===== config.mk =====
export PLATFORM = sky130hd
export DESIGN_NAME = gray_step_counter
export DESIGN_NICKNAME = d
export VERILOG_FILES = /design/src/rtl/gsc_pkg.sv /design/src/rtl/gsc_next.sv /design/src/rtl/gsc_encode.sv /design/src/rtl/gsc_decode.sv /design/src/rtl/gray_step_counter.sv
export SDC_FILE = /design/constraint.sdc
export NUM_CORES = 1
export LEC_CHECK = 0
export BUFFER_PORTS_ARGS = -buffer_cell sky130_fd_sc_hd__buf_2
export CORE_MARGIN = 1
export CORE_UTILIZATION = 30
export CTS_CLUSTER_DIAMETER = 30
export DETAILED_ROUTE_END_ITERATION = 8
export HOLD_SLACK_MARGIN = 0.02
export PLACE_DENSITY = 0.53
export SLEW_MARGIN = 20
export SYNTH_ARGS = -nofsm -noshare
export SYNTH_HDL_FRONTEND = slang
export SYNTH_HIERARCHICAL = 1
export SYNTH_SLANG_ARGS = --single-unit

===== constraint.sdc =====
create_clock -name clk -period 1.9 [get_ports clk]
set_input_delay 0.19 -clock clk [delete_from_list [all_inputs] [get_ports clk]]
set_output_delay 0.19 -clock clk [all_outputs]
set_load 0.005 [all_outputs]

===== src/rtl/gsc_pkg.sv =====
package gsc_pkg;

    // Step selector for the count registers
    typedef enum logic {
        CNT_HOLD = 1'b0,
        CNT_STEP = 1'b1
    } step_e;

endpackage


===== src/rtl/gsc_next.sv =====
module gsc_next #(
    parameter int WIDTH = 8
) (
    input  logic [WIDTH-1:0] bin_q,
    input  gsc_pkg::step_e   act,
    output logic [WIDTH-1:0] bin_d
);
    import gsc_pkg::*;

    // Explicit incremented value, the shared source of both registers
    logic [WIDTH-1:0] bin_inc;

    always_comb begin
        bin_inc = bin_q + WIDTH'(1);
    end

    always_comb begin
        unique case (act)
            CNT_STEP: bin_d = bin_inc;
            CNT_HOLD: bin_d = bin_q;
            default:  bin_d = bin_q;
        endcase
    end

endmodule


===== src/rtl/gsc_encode.sv =====
module gsc_encode #(
    parameter int WIDTH = 8
) (
    input  logic [WIDTH-1:0] bin_in,
    output logic [WIDTH-1:0] gray_out
);
    localparam int TOP = WIDTH - 1;

    assign gray_out[TOP] = bin_in[TOP];

    genvar n;
    generate
        for (n = 0; n < TOP; n++) begin : g_bit
            assign gray_out[n] = bin_in[n] ^ bin_in[n+1];
        end
    endgenerate

endmodule


===== src/rtl/gsc_decode.sv =====
module gsc_decode #(
    parameter int WIDTH = 8
) (
    input  logic [WIDTH-1:0] gray_in,
    output logic [WIDTH-1:0] bin_out
);
    localparam int TOP = WIDTH - 1;

    assign bin_out[TOP] = gray_in[TOP];

    // Running XOR from the top bit downward
    genvar n;
    generate
        for (n = TOP - 1; n >= 0; n--) begin : g_bit
            assign bin_out[n] = bin_out[n+1] ^ gray_in[n];
        end
    endgenerate

endmodule


===== src/rtl/gray_step_counter.sv =====
module gray_step_counter #(
    parameter int WIDTH = 8
) (
    input  logic             clk,
    input  logic             rst,
    input  logic             en,
    output logic [WIDTH-1:0] bin_q,
    output logic [WIDTH-1:0] gray_q
);
    import gsc_pkg::*;

    localparam int TOP = WIDTH - 1;

    step_e            act;
    logic [WIDTH-1:0] bin_d;
    logic [WIDTH-1:0] gray_d;
    logic [WIDTH-1:0] chk_bin;

    always_comb begin
        act = en ? CNT_STEP : CNT_HOLD;
    end

    gsc_next #(.WIDTH(WIDTH)) u_next (
        .bin_q (bin_q),
        .act   (act),
        .bin_d (bin_d)
    );

    // Gray code is formed from the next binary value, not the current one
    gsc_encode #(.WIDTH(WIDTH)) u_enc (
        .bin_in   (bin_d),
        .gray_out (gray_d)
    );

    // Both registers update on the same edge; only these drive the outputs
    always_ff @(posedge clk) begin
        if (rst) begin
            bin_q  <= '0;
            gray_q <= '0;
        end else begin
            bin_q  <= bin_d;
            gray_q <= gray_d;
        end
    end

    // Companion decoder, used here to cross-check the two registers
    gsc_decode #(.WIDTH(WIDTH)) u_dec (
        .gray_in (gray_q),
        .bin_out (chk_bin)
    );

    // reset clears both registers, even with enable high
    a_r1_reset_clear: assert property (@(posedge clk)
        rst |=> (bin_q == '0) && (gray_q == '0));

    // an enabled step increments, wrapping modulo 2^WIDTH
    a_r3_increment: assert property (@(posedge clk) disable iff (rst)
        en |=> bin_q == WIDTH'($past(bin_q) + WIDTH'(1)));

    // with enable low, both registers hold
    a_r4_hold: assert property (@(posedge clk) disable iff (rst)
        !en |=> $stable(bin_q) && $stable(gray_q));

    // the top Gray bit follows the top binary bit
    a_r6_msb_equal: assert property (@(posedge clk) disable iff (rst)
        gray_q[TOP] == bin_q[TOP]);

    // exactly one Gray bit flips per enabled step
    a_r7_one_bit: assert property (@(posedge clk) disable iff (rst)
        en |=> $countones(gray_q ^ $past(gray_q)) == 1);

    // decoding the Gray register gives back the binary register
    a_r8_decode_match: assert property (@(posedge clk) disable iff (rst)
        chk_bin == bin_q);

endmodule


==> impl_metrics.json, run 1 <==
{
  "max_clock_freq_mhz": 678,
  "reg2reg_to": "gray_q[4]$_SDFF_PP0_",
  "relSlewSlack": 0.754,
  "ys_types": 16,
  "drtIter0Drc": 6,
  "p_per_area_mw_per_mm2": 767,
  "fin_crit_sh": 0.776,
  "rows": 16,
  "slew_viol_final": 0,
  "initial_core_util": 0.330,
  "area_growth_pct": 21.0,
  "grt_pass1_wl_microns": 1790,
  "dp_hpwl_microns": 795,
  "fin_crit_ps": 1470,
  "critPathMaxFanout": 4,
  "layout.nets": 84,
  "cp.arrival_ps": 1650,
  "layout-drive-gt1-share": 0.481,
  "clk_pin_slew_ps": 90,
  "synthesis.area_sq_um": 674,
  "fin_area_sq_um": 816,
  "instances_no_fill": 106,
  "synth_area_per_cell_sq_um": 11.4,
  "port_buffers": 18,
  "avgRoutedWirePerCell_microns": 9.87,
  "worstSetupStartpoint": "bin_q[0]$_SDFF_PP0_",
  "synth_nets": 63,
  "grt_start_max_net_pins": 17,
  "synth_warnings": 6,
  "reg2reg_from": "bin_q[0]$_SDFF_PP0_",
  "critPathSlowestCell": "dfxtp_1",
  "rsz0062_at_grt": "no",
  "clockBufferDepth": 2,
  "fin_setup_tns_ps": 0,
  "via_per_inst": 4.10,
  "placed_cell_area_sq_um": 779,
  "cts.htree.levels": 1,
  "cts_tree": "built",
  "postCtsSetupBuffers": 0,
  "reg2reg_slack_ps": 430,
  "syn_inst": 59,
  "p_leak_nw": 0.432,
  "n_antenna_cell": 0,
  "critPathKind": "flip-flop to flip-flop",
  "maxCapViolations": 0,
  "ys_ff_latch": 16,
  "ctsResizeCount": 0,
  "ctsHoldBuffers": 0,
  "worstRegToRegCells": 5,
  "yosysSeqAreaShare": 0.475,
  "dieWidth_microns": 49.4,
  "die_y_microns": 49.4,
  "crit_end": "gray_q[4]$_SDFF_PP0_",
  "ant_nets": 0,
  "dp.cells": 102,
  "dieArea_sq_mm": 0.00244,
  "cts_buffers": 3,
  "vias": 435,
  "first_global_vias": 436,
  "cts-root-buf": "clkbuf_4",
  "hold_path.class": "input port to flip-flop",
  "num-fill-cells": 226,
  "routed_wl_microns": 1050,
  "status": "completed",
  "final-setup-viol-count": 0,
  "holdPathStages": 2,
  "ir_drop_mv": 0.329,
  "place_congestion": 0.722,
  "worst_slew_pin_slew_ps": 367,
  "grt_use_total": 0.0964,
  "grt_antenna_before_repair": 0,
  "cts_sinks": 16,
  "drt_drc_violations_left": 0,
  "multi_input_area_sq_um": 335,
  "worst_path_largest_cell_delay_ps": 410,
  "core_sq_mm": 0.00204,
  "grt-ovfl-total": 0,
  "crit_chain": "ha_1, nand4_1, xnor2_1, xor2_1, nor2b_2",
  "startpoint_type": "flip-flop",
  "drt_pre_antenna_iters": 3,
  "skew_ps": 3.62,
  "worstSkewPairLatency_ps": 280,
  "endpoint_kind": "flip-flop",
  "io-pin-count": 19,
  "whs_ps": 276,
  "seq_area_sq_um": 320,
  "finalHoldViolations": 0,
  "cp.required_ps": 2070
}
cells in the mapped netlist:
cell / count / area, sq um
and2b_2: 6 / 52.6
and3_1: 1 / 6.26
buf_4: 1 / 7.51
buf_6: 1 / 11.3
dfxtp_1: 16 / 320
ha_1: 1 / 12.5
mux2_2: 1 / 11.3
nand2_1: 3 / 11.3
nand4_1: 2 / 12.5
nand4_2: 1 / 12.5
nor2_1: 1 / 3.75
nor2b_1: 3 / 18.8
nor2b_2: 7 / 61.3
nor3_2: 1 / 10.0
xnor2_1: 4 / 35.0
xor2_1: 10 / 87.6
routing by layer:
layer	GRT usage	wire length (microns)	up-vias
met4	0.0571	13	0
met1	0.124	498	199
met5	0	0	-
li1	-	-	226
met2	0.148	490	8
met3	0.0187	43	2
state kept, by name (all words and copies together) (netlist names):
register	cells
bin_q	8
gray_q	8
placed cells by master (no fill, tap or decap), drive strengths merged, types with 3 or more instances in the layout:
master,n
and2b,6
buf,18
clkbuf,4
dfxtp,16
nand2,3
nand4,3
nor2b,10
xnor2,4
xor2,10
layout make-up:
type,count,share of cell area
Tap cell,27,0.0414
Timing Repair Buffer,18,0.110
Clock buffer,4,0.0445
Multi-Input combinational cell,41,0.411
Sequential cell,16,0.393
metrics by stage:
step                      setup WS [ps]   util  total power, mW
after global routing                284  0.400            0.658
after global placement              449  0.382            0.414
after CTS                           427  0.400            0.638
after floorplan                     523      -            0.397
final                               425  0.400            0.626
after detailed placement            450  0.382            0.415
critical path: cells and delay by family (launching register included):
family / cells / cell delay [ps]
simple gates: 2 / 280
xor+xnor: 2 / 450
flops: 1 / 410
fa+ha+maj: 1 / 230
cell families (layout without fill, tap and decap cells):
group,Yosys count,count (layout),synth area share
flops,16,16,0.475
simple gates,25,25,0.280
fa+ha+maj,1,1,0.0185
xor+xnor,14,14,0.182
mux,1,1,0.0167
buf+inv,2,22,0.0278
how the worst min path moves through the flow:
stage / end / from
after detailed placement: gray_q[4] / gray_q[4]$_SDFF_PP0_
final: bin_q[1]$_SDFF_PP0_ / rst
after floorplan: gray_q[7]$_SDFF_PP0_ / rst
after CTS: gray_q[5]$_SDFF_PP0_ / rst
after global routing: gray_q[4]$_SDFF_PP0_ / rst
after global placement: gray_q[7] / gray_q[7]$_SDFF_PP0_
power breakdown:
| part | switching [mW] | internal [mW] | leakage, nW |
|---|---|---|---|
| combinational | 0.0239 | 0.0282 | 0.282 |
| sequential | 0.00683 | 0.346 | 0.130 |
| clock | 0.104 | 0.116 | 0.0210 |
(Power assumes the default switching activity.)
==> inputs of run 2 (changes only) <==
==> constraint.sdc (replaced) <==
create_clock -name clk -period 1.4 [get_ports clk]
set_input_delay 0.14 -clock clk [delete_from_list [all_inputs] [get_ports clk]]
set_output_delay 0.14 -clock clk [all_outputs]
set_load 0.005 [all_outputs]
==> run 2 against run 1 <==
Compared with the run above:
- non-clock buffer count rose by 6
- die area did not move
- core utilization rose by 4.2 points
- clock-buffer cell count did not move
- clock skew fell by 0.94 ps
- critical path depth fell by 1
- wire length rose by 9.1%
- sequential power rose by 36%
- worst hold slack got worse by 63 ps
- cell count rose by 5.7%
- first-iteration DRC count fell by 83%
- flip-flop and latch count did not move
- critical path type unchanged
- highest routed layer unchanged
==> impl_metrics.json, run 2 (synthesis gave the netlist of run 1 again) <==
{
  "status": "completed",
  "first_global_vias": 478,
  "routed_wl_microns": 1140,
  "relSlewSlack": 0.774,
  "vias": 473,
  "final-setup-viol-count": 0,
  "holdPathEnd": "gray_q[4]$_SDFF_PP0_",
  "cts_tree": "built",
  "critPathKind": "flip-flop to flip-flop",
  "layout.nets": 90,
  "dp.cells": 108,
  "grt-ovfl-total": 0,
  "cts_sinks": 16,
  "drt_pre_antenna_iters": 2,
  "multi_input_area_sq_um": 363,
  "avgRoutedWirePerCell_microns": 10.2,
  "reg_top3": "bin_q: 8 flops, gray_q: 8 flops",
  "num-fill-cells": 212,
  "reg2reg_slack_ps": 50,
  "slew_viol_final": 0,
  "seq_area_sq_um": 334,
  "io-pin-count": 19,
  "fin_setup_tns_ps": 0,
  "grt_start_max_net_pins": 17,
  "area_growth_pct": 33.8,
  "drtIter0Drc": 1,
  "initial_core_util": 0.330,
  "instances_no_fill": 112,
  "maxCapViolations": 0,
  "fin_area_sq_um": 902,
  "via_per_inst": 4.22,
  "grt_use_total": 0.116,
  "mostFrequentLayoutCell": "buf_2",
  "n_antenna_cell": 0,
  "dieArea_sq_mm": 0.00244,
  "reg2reg_to": "gray_q[1]$_SDFF_PP0_",
  "postCtsSetupBuffers": 0,
  "min-delay-start": "rst",
  "finalHoldViolations": 0,
  "critPathMaxFanout": 3,
  "reg2reg_from": "bin_q[0]$_SDFF_PP0_",
  "worstSkewPairLatency_ps": 290,
  "cts.htree.levels": 1,
  "p_per_area_mw_per_mm2": 965,
  "grt_antenna_before_repair": 0,
  "layout-drive-gt1-share": 0.612,
  "worstRegToRegCells": 4,
  "port_buffers": 18,
  "ir_drop_mv": 0.458,
  "skew_ps": 2.68,
  "grt_pass1_wl_microns": 2040,
  "cts_buffers": 3,
  "layout_common_cells": "18 x buf_2, 11 x dfxtp_1, 9 x xor2_1, 7 x nor2b_2",
  "clk_pin_slew_ps": 100,
  "clockBufferDepth": 2,
  "drt_drc_violations_left": 0,
  "rows": 16,
  "ant_nets": 0,
  "max_clock_freq_mhz": 739,
  "hold_path.class": "input port to flip-flop",
  "cp.arrival_ps": 1540,
  "fin_crit_sh": 0.966,
  "fin_crit_ps": 1350,
  "holdPathStages": 2,
  "worst_slew_pin_slew_ps": 337,
  "cts-root-buf": "clkbuf_4",
  "placed_cell_area_sq_um": 825,
  "core_sq_mm": 0.00204,
  "dieWidth_microns": 49.4,
  "endpoint_kind": "flip-flop",
  "place_congestion": 0.725,
  "p_leak_nw": 0.473,
  "startpoint_type": "flip-flop",
  "cp.required_ps": 1590,
  "rsz0062_at_grt": "yes",
  "die_y_microns": 49.4,
  "whs_ps": 213
}
-- run 2: changes by cell type in the layout (fill, tap and decap cells not counted) --
cell	previous run	this run
xnor2_1	4	3
xor2_2	0	1
buf_4	0	6
dfxtp_1	16	11
ha_4	0	1
ha_1	1	0
xor2_1	10	9
dfxtp_4	0	3
dfxtp_2	0	2
xnor2_2	0	1
-- run 2: per-layer routing --
layer  share of wire  up-vias  global-route usage
met3           0.043        4              0.0280
li1                -      239                   -
met5               0        -                   0
met2            0.51       10               0.196
met4           0.024        0               0.100
met1            0.43      220               0.120
-- run 2: worst max-delay path by stage --
stage | startpoint | end | cells after the start
after floorplan | bin_q[0]$_SDFF_PP0_ | gray_q[1]$_SDFF_PP0_ | 4
after global placement | bin_q[3]$_SDFF_PP0_ | gray_q[6]$_SDFF_PP0_ | 5
after detailed placement | bin_q[1]$_SDFF_PP0_ | gray_q[5]$_SDFF_PP0_ | 5
after CTS | bin_q[0]$_SDFF_PP0_ | gray_q[1]$_SDFF_PP0_ | 4
after global routing | bin_q[0]$_SDFF_PP0_ | gray_q[5]$_SDFF_PP0_ | 5
final | bin_q[0]$_SDFF_PP0_ | gray_q[1]$_SDFF_PP0_ | 4
-- run 2: through the flow --
stage | setup WS [ps] | utilization | total power, mW
5_1_grt | -16.8 | 0.442 | 0.916
3_5_place_dp | -13.3 | 0.404 | 0.571
2_1_floorplan | 23.2 | - | 0.538
3_3_place_gp | 0.167 | 0.404 | 0.569
4_1_cts | 0.0945 | 0.426 | 0.885
6_report | 47.3 | 0.442 | 0.871
-- run 2: timing repair --
| action | in CTS | in global routing |
|---|---|---|
| hold buffers | 0 | 0 |
| pin swaps | 0 | 4 |
| resized for setup | 3 | 9 |
| setup endpoints to repair | 6 | 7 |
| hold endpoints to repair | 0 | 0 |
-- run 2: layout make-up --
class,count,area share
repair buffers,24,0.150
well taps,27,0.0374
flip-flops and latches,16,0.370
multi-input cells,41,0.402
clock buffers,4,0.0402
-- run 2: worst max-delay path, cell delays in order, from the launching register on --
cell     delay, ps
dfxtp_4        370
ha_4           220
mux2_2         300
xor2_1         160
and2b_2        200
-- run 2: power breakdown --
| part | switching [mW] | total (mW) | internal (mW) |
|---|---|---|---|
| Clock | 0.150 | 0.308 | 0.158 |
| Sequential | 0.0110 | 0.480 | 0.469 |
| Combinational | 0.0365 | 0.0830 | 0.0465 |
| Total | 0.197 | 0.871 | 0.673 |
